$ cat config.mk
export PLATFORM = sky130hd
export DESIGN_NAME = evt_timer_globals
export DESIGN_NICKNAME = d
export VERILOG_FILES = /design/src/rtl/evt_timer_globals.sv
export SDC_FILE = /design/constraint.sdc
export NUM_CORES = 1
export LEC_CHECK = 0
export BUFFER_PORTS_ARGS = -buffer_cell sky130_fd_sc_hd__buf_2
export CAP_MARGIN = 30
export CORE_AREA = 8 8 129 131
export DETAILED_ROUTE_END_ITERATION = 10
export DIE_AREA = 0 0 137 139
export GPL_TIMING_DRIVEN = 0
export PLACE_DENSITY = 0.82
export SLEW_MARGIN = 25
export SYNTH_ARGS = -nofsm -noshare
export SYNTH_HDL_FRONTEND = slang
export SYNTH_SLANG_ARGS = --single-unit
$ cat constraint.sdc
create_clock -name clk -period 4.6 [get_ports clk]
set_input_delay 0.46 -clock clk [delete_from_list [all_inputs] [get_ports clk]]
set_output_delay 0.46 -clock clk [all_outputs]
set_load 0.01 [all_outputs]
$ cat src/rtl/evt_timer_globals.sv
module evt_timer_globals #(
  parameter int          NCH     = 3,
  parameter logic [31:0] TICK_FS = 32'd10_000_000,
  parameter logic [7:0]  REV     = 8'h01,
  parameter logic [15:0] VENDOR  = 16'h0000
) (
  input  logic            clk,
  input  logic            rst_n,
  input  logic            tick_en_i,
  input  logic            req_i,
  input  logic            we_i,
  input  logic [9:0]      addr_i,
  input  logic [31:0]     wdata_i,
  output logic [31:0]     rdata_o,
  output logic [63:0]     cnt_o,
  output logic            glb_en_o,
  output logic            legacy_o,
  output logic            ch_rd_o,
  output logic            ch_wr_o,
  output logic [4:0]      ch_idx_o,
  output logic [2:0]      ch_word_o,
  output logic [31:0]     ch_wdata_o,
  input  logic [31:0]     ch_rdata_i,
  input  logic [NCH-1:0]  sts_i,
  output logic [NCH-1:0]  sts_clr_o,
  input  logic [NCH-1:0]  cmp_max_i,
  output logic [NCH-1:0]  arm_o
);
  localparam int          IW     = 5;
  localparam logic [IW-1:0] NCH_V = IW'(NCH);
  localparam logic [9:0]  A_CAP  = 10'h000;
  localparam logic [9:0]  A_PER  = 10'h004;
  localparam logic [9:0]  A_CFG  = 10'h010;
  localparam logic [9:0]  A_STS  = 10'h020;
  localparam logic [9:0]  A_CLO  = 10'h0F0;
  localparam logic [9:0]  A_CHI  = 10'h0F4;
  localparam logic [31:0] CAP_LO = {VENDOR, 1'b1, 1'b0, 1'b1, 5'(NCH - 1), REV};

  logic          acc, rd, wr, in_ch, ch_hit;
  logic [IW-1:0] slot;
  logic [2:0]    word;
  logic [31:0]   rd_val;
  logic          en_q, leg_q;
  logic [63:0]   cnt_q;

  assign acc    = req_i && (addr_i[1:0] == 2'b00);
  assign rd     = acc && !we_i;
  assign wr     = acc && we_i;
  assign in_ch  = addr_i[9:8] != 2'b00;
  assign slot   = addr_i[9:5] - 5'd8;
  assign word   = addr_i[4:2];
  assign ch_hit = in_ch && (slot < NCH_V) && (word < 3'd6);

  assign ch_rd_o    = rd && ch_hit;
  assign ch_wr_o    = wr && ch_hit && (word != 3'd1);
  assign ch_idx_o   = slot;
  assign ch_word_o  = word;
  assign ch_wdata_o = wdata_i;
  assign sts_clr_o  = (wr && addr_i == A_STS) ? wdata_i[NCH-1:0] : '0;

  assign cnt_o    = cnt_q;
  assign glb_en_o = en_q;
  assign legacy_o = leg_q;

  always_comb begin
    rd_val = '0;
    if (in_ch) begin
      if (ch_hit) rd_val = ch_rdata_i;
    end else begin
      case (addr_i)
        A_CAP:   rd_val = CAP_LO;
        A_PER:   rd_val = TICK_FS;
        A_CFG:   rd_val = {30'd0, leg_q, en_q};
        A_STS:   rd_val = 32'(sts_i);
        A_CLO:   rd_val = cnt_q[31:0];
        A_CHI:   rd_val = cnt_q[63:32];
        default: rd_val = '0;
      endcase
    end
  end

  always_ff @(posedge clk or negedge rst_n) begin
    if (!rst_n) begin
      cnt_q   <= '0;
      en_q    <= 1'b0;
      leg_q   <= 1'b0;
      rdata_o <= '0;
      arm_o   <= '0;
    end else begin
      rdata_o <= rd ? rd_val : '0;
      arm_o   <= '0;
      if (wr && addr_i == A_CFG) begin
        en_q  <= wdata_i[0];
        leg_q <= wdata_i[1];
        if (wdata_i[0] && !en_q) arm_o <= ~cmp_max_i;
      end
      if (wr && addr_i == A_CLO)      cnt_q[31:0]  <= wdata_i;
      else if (wr && addr_i == A_CHI) cnt_q[63:32] <= wdata_i;
      else if (en_q && tick_en_i)     cnt_q        <= cnt_q + 64'd1;
    end
  end
endmodule

* Word level (Yosys, flattened, before mapping)
Index checks and enable logic that the tools add are counted.
** Storage, ports and cells
- Flip-flop bits (word level) :: 101
- Latch bits :: 0
- RAM bits :: 0
- ROM bits :: 0
- Word-level logic and storage cells :: 53
- Memories :: 0
** Operators by class
- $add $sub $neg :: 2
- Multipliers :: 0
- Div/mod/pow operators :: 0
- $lt $le $gt $ge :: 2
- Eq/ne operators :: 7
- Shifts and indexed selects :: 0
- Muxes and demuxes :: 11
- Bitwise gates (word level) :: 2
- Reduce and logical (&&, ||, !) cells :: 23
** Operator list (count)
- 2-to-1 mux 32 bit :: 6
- one-hot mux 32 bit (6 select lines) :: 1
- adder 64 x 1 -> 64 bit, second input constant :: 1
- 2-to-1 mux 64 bit :: 1
- equality test 10 x 8 -> 1 bit, second input constant :: 2
- logical AND 1 bit :: 14
- equality test 10 x 3 -> 1 bit, second input constant :: 1
- equality test 10 x 5 -> 1 bit, second input constant :: 1
- equality test 10 x 6 -> 1 bit, second input constant :: 1
- zero test 10 bit :: 1
- 2-to-1 mux 3 bit :: 3
- nonzero test 2 bit :: 3
- less-than comparator 5 x 2 -> 1 bit, second input constant :: 1
- subtractor 5 x 4 -> 5 bit, second input constant :: 1
- AND reduction 2 bit :: 2
- less-than comparator 3 bit, second input constant :: 1
- inequality test 3 x 1 -> 1 bit, second input constant :: 1
- inverter 3 bit :: 1
- zero test 1 bit :: 2
- zero test 2 bit :: 1
- inequality test 2 bit, second input constant :: 1
- inverter 1 bit :: 1

* Longest topological paths before layout
- Depth in word-level cells :: 7
- Depth in mapped cells :: 10
- Gate-level depth less buffers :: 7

* Worst setup path after synthesis
No wires, ideal clock.
- Path kind :: reg-to-reg
- Start point :: reg cnt_q[2] (netlist: cnt_o[2])
- End point :: reg cnt_q[53] (netlist: cnt_o[53])
- Setup time :: 0.131 ns
- Arrival time :: 2.234 ns
- Path slack :: 2.235 ns
- Stages on the path, launching flop included :: 7
- Buffers on the path :: 0
- Clock period less this slack :: 2.365 ns
- Path through :: dfrtp_1 nand3_4 or4_4 nor4_4 nand4bb_1 and3_1 or3_1
** On the way
- Word-level cells in the longest chain between the ends :: 3
** Ends and longest elaborated chain
- from (decl) :: RTL line 44 : logic [63:0] cnt_q;
- from (signal assigned) :: RTL line 97 : if (wr && addr_i == A_CLO) cnt_q[31:0] <= wdata_i;
- from (signal assigned) :: RTL line 99 : else if (en_q && tick_en_i) cnt_q <= cnt_q + 64'd1;
- adder 64 x 1 -> 64 bit :: RTL line 99
- 2-to-1 mux 64 bit :: RTL line 99
- 2-to-1 mux 32 bit :: RTL line 98 : else if (wr && addr_i == A_CHI) cnt_q[63:32] <= wdata_i;
No other way between the ends. The select of a mux whose other input is x is not followed.
A chain may end at the register's enable or synchronous reset.

* Worst setup path after layout
- Start point :: reg cnt_q[11] (netlist: cnt_o[11])
- End point :: reg cnt_q[34] (netlist: cnt_o[34])
Same word-level chain as after synthesis.

==> implementation parameters <==
Parameter                              Value

Timing
  Worst hold slack across all endpoints ... between 0.03 and 0.04 ns
  Relative max-transition margin ... roughly 46%
  Final number of setup-violating endpoints ... 0
  Measured slew at the worst slew-check pin ... 0.811 ns
  TNS Setup ... 0 ns
  Min Clock Period, post-route ... between 3 and 4 ns
  Final hold violation count ... 0
  Clock Skews ... roughly 0.0064 ns
  Setup repair after global routing missed its margin ... false
  Final period util ... roughly 67%
  Number of pins exceeding their max-slew limit in the final report ... 0
  Peak clock frequency supported by timing ... about 0.33 GHz

Floorplan
  Vertical extent of the die ... 139 um
  Core box area ... 14800 um^2
  Die span in x ... approximately 140 um
  Top-level port count ... roughly 230
  Area enclosed by the die boundary ... ~19000 um^2
  Row count ... 45
  Effective utilization at floorplan ... a little over two fifths

Clocking
  # clock sinks ... just over 100
  Number of resized instances in the post-cts repair step ... 0
  H-tree levels ... 3
  Clock transition at path regs ... ~0.070 ns
  Number of buffers inserted to repair setup after CTS ... 0
  Clock buffers created by TritonCTS ... 9
  Root buffer selected by CTS ... sky130_fd_sc_hd__clkbuf_16
  Clock latency of the later-clocked register in the worst-skew pair ... about 0.36 ns
  Buffer depth of the longest clock path ... 2
  Hold bufs inserted after CTS ... 0
  TritonCTS clock tree ... built

Global routing
  Maximum number of pins on one net before global-route repair ... 56
  Via count of the first global-routing pass ... approximately 6600
  Overflow left after global routing ... 0
  Global-route wire length before repair ... 37400 um
  Number of antenna violations at the first check in global routing ... 0
  Global router's overall resource usage ... roughly a quarter

Synthesis
  Register bit count reported by yosys ... slightly above 100
  Compound-gate portion of the synthesized area ... roughly a fifth
  Post-synthesis cell count ... roughly 730
  Cell Area, Synth ... between 6000 and 7000 um^2
  Synthesized area per cell ... around 8.5 um^2
  Top_reg_cell synth ... sky130_fd_sc_hd__dfrtp_1
  Count of flip-flops with a built-in enable after synthesis ... 0
  Number of unique standard cell types used by synthesis ... 62
  Simple logic cell fraction of the synthesized area ... between 20 and 30%
  Synth Area in XOR/XNOR ... 4.34%
  Arithmetic-cell share of the synthesized area counting full adders, half adders and majority gates ... 0.600%
  Warning count from the yosys run ... 0
  Main combinational cell family by area after synthesis ... simple AND/OR/NAND/NOR gates
  Share of the yosys chip area belonging to registers ... about two fifths
  Multiplexer fraction of the synthesized cell area ... under 10%
  FFs w/ async S/R, synth ... 100%
  Synthesized Nets ... a little over 800

Run
  Count of maximum capacitance violations ... 0

Hold path
  Path type of the worst min-delay path ... in2async

Pwr
  Proportion of power drawn by combinational gates ... 8.6%
  Power density normalized to cell area ... roughly 240 nW/um^2
  Seq pwr share ... a little under half
  Relative contribution of the clock network to total power ... a little under half
  Leakage power ... about 0.0038 uW
  Worst VDD drop ... 0.198 mV
  Net switching power of the design ... 447 uW
  Internal power contribution ... approximately 1500 uW
  Fraction of power spent switching nets ... around 23%

Route
  DRC violation total after the first TritonRoute iteration ... about 1100
  Number of vias in the routed layout ... ~7000
  Total iterations of the first detailed-routing run ... 6
  Post-DRT Antenna Nets ... 0
  Drt drc ... 0
  Via count normalized by instance count ... around 6.0
  Final wirelength ... 24700 um
  WL/cell ... between 20 and 25 um

Setup path
  Worst-path cell with the longest stage delay ... sky130_fd_sc_hd__nor4b_2
  Top delay family on crit path ... simple AND/OR/NAND/NOR gates
  Crit path launch type ... flip-flop
  Nature of the critical path endpoint ... flip-flop
  Kind of critical path ... reg2reg
  Worst setup endpoint ... cnt_o[34]
  FF-to-FF path depth ... 8
  Max incr delay on CP ... 0.67 ns
  Critical path data required time ... 4.81 ns
  Crit path arrival time ... 3.26 ns
  Endpoint of the worst-slack reg-to-reg timing path ... cnt_o[34]
  Startpoint of the most critical setup path ... cnt_o[11]
  Worst Path Max Fanout ... 10
  Number of cells on the critical path ... 8
  Buffer and inverter count on the worst path ... 3
  Worst reg2reg startpoint ... cnt_o[11]
  Worst path cell trace ... clkbuf_1 > inv_1 > nor4_1 > nor4b_2 > buf_2 > a31oi_1 > o21ai_0 > o311ai_0
  Setup slack of the worst register-to-register path ... between 1.5 and 2 ns

Layout
  Number of fillers in the final layout ... about 1400
  Layout area overhead ... 28.1%
  Area taken by multi-input logic gates ... ~3200 um^2
  Layout Cells excl Fill ... ~1200
  Fraction of final layout cells sized beyond drive strength 1 ... a little under a third
  Layout net count ... ~1100
  Number of inserted diodes ... 0
  Final instance area ... between 8000 and 9000 um^2
  Total area of sequential cells ... 2530 um^2

Placed design
  Cell count after placement ... 1152
  Quantity of I/O buffers inserted on ports ... 229
  Placed wire-length estimate after detailed placement ... 19100 um
  Standard cell area after detailed placement ... 7680 um^2
  Routability-driven placement congestion ratio ... 0.948

Outcome
  Outcome ... finished clean
==> how the worst min path moves through the flow <==
stage | from | slack [ns] | depth (start not counted) | endpoint
floorplan | rst_n | 0.16 | 0 | arm_o[0]
global placement | legacy_o | 0.52 | 1 | legacy_o
detailed placement | rst_n | 0.43 | 1 | rdata_o[27]
CTS | rst_n | 0.05 | 1 | rdata_o[18]
global route | rst_n | 0.06 | 1 | rdata_o[27]
finish | rst_n | 0.03 | 1 | rdata_o[27]
==> routing by layer <==
metal	global-route usage (%)	up-vias	wire (um)
met2	39.2	507	11500
met4	11.2	0	880
met1	32.2	3269	9410
met5	0	-	0
met3	5.91	73	2950
li1	-	3163	-
==> power by group through the flow <==
stage                     sequential (uW)  combinational [uW]  clock (uW)
after floorplan                       914                57.0           0
after global placement                913                 161           0
after detailed placement              913                 166           0
after CTS                             895                 167         888
after global routing                  896                 180         923
final                                 896                 167         880
==> cells by family after synthesis <==
| group | Yosys count |
|---|---|
| simple gates | 293 |
| compound gates | 200 |
| flops | 101 |
| buf+inv | 100 |
| xor+xnor | 31 |
| mux | 6 |
| fa+ha+maj | 3 |
==> synth_stat cells, types with 22 or more instances <==
cell type                  count  area, um^2
sky130_fd_sc_hd__dfrtp_1     101        2530
sky130_fd_sc_hd__nor3_1       27         135
sky130_fd_sc_hd__a22oi_1      41         308
sky130_fd_sc_hd__nand2_1      56         210
sky130_fd_sc_hd__buf_4        38         285
sky130_fd_sc_hd__nand4_1      25         156
sky130_fd_sc_hd__nor2_1       64         240
sky130_fd_sc_hd__nand3_1      45         225
sky130_fd_sc_hd__a21oi_1     100         500
sky130_fd_sc_hd__clkbuf_1     35         131
sky130_fd_sc_hd__xnor2_1      22         193
==> final cells by class <==
class / count / area share, %
Clock buffer: 9 / 2.81
Clock inverter: 7 / 1.42
Multi-Input combinational cell: 533 / 40.0
Buffer: 86 / 5.94
Sequential cell: 101 / 31.5
Tap cell: 188 / 2.93
Inverter: 14 / 0.655
Timing Repair Buffer: 230 / 14.7
==> sequential cells by signal, summed over array words and instances, names as in the netlist <==
name and cells:
arm_o 3, legacy_o 1, cnt_o 64, rdata_o 32, glb_en_o 1
==> layout by cell type (no fill, tap or decap), drive strengths merged, types with 3 or more instances in the layout <==
cell / synthesis / final
a22oi: 41 / 41
nand4: 25 / 25
or4: 7 / 7
mux2i: 3 / 3
nor2: 64 / 64
a31oi: 9 / 9
nand2b: 3 / 3
xnor2: 22 / 22
bufinv: 0 / 3
nand2: 56 / 56
or3: 6 / 6
nor4bb: 3 / 3
nor3: 27 / 27
nand3: 46 / 46
and3: 14 / 14
a22o: 5 / 5
o21ai: 10 / 10
clkinv: 0 / 4
buf: 51 / 281
ha: 3 / 3
xor2: 9 / 9
o211ai: 10 / 10
and4: 6 / 6
clkbuf: 35 / 44
and2: 3 / 3
a21oi: 100 / 100
mux2: 3 / 3
o22a: 3 / 3
inv: 14 / 14
a41oi: 4 / 4
nor4: 18 / 18
dfrtp: 101 / 101
==> stage by stage <==
| step | setup WS (ns) | power (uW) | util, % |
|---|---|---|---|
| after floorplan | 2.23 | 972 | - |
| after global placement | 1.36 | 1070 | 51.8 |
| after detailed placement | 1.36 | 1080 | 52.1 |
| after CTS | 1.68 | 1950 | 54.4 |
| after global routing | 1.42 | 2000 | 54.4 |
| final | 1.54 | 1940 | 54.4 |
Power figures use the tool's default switching activity.
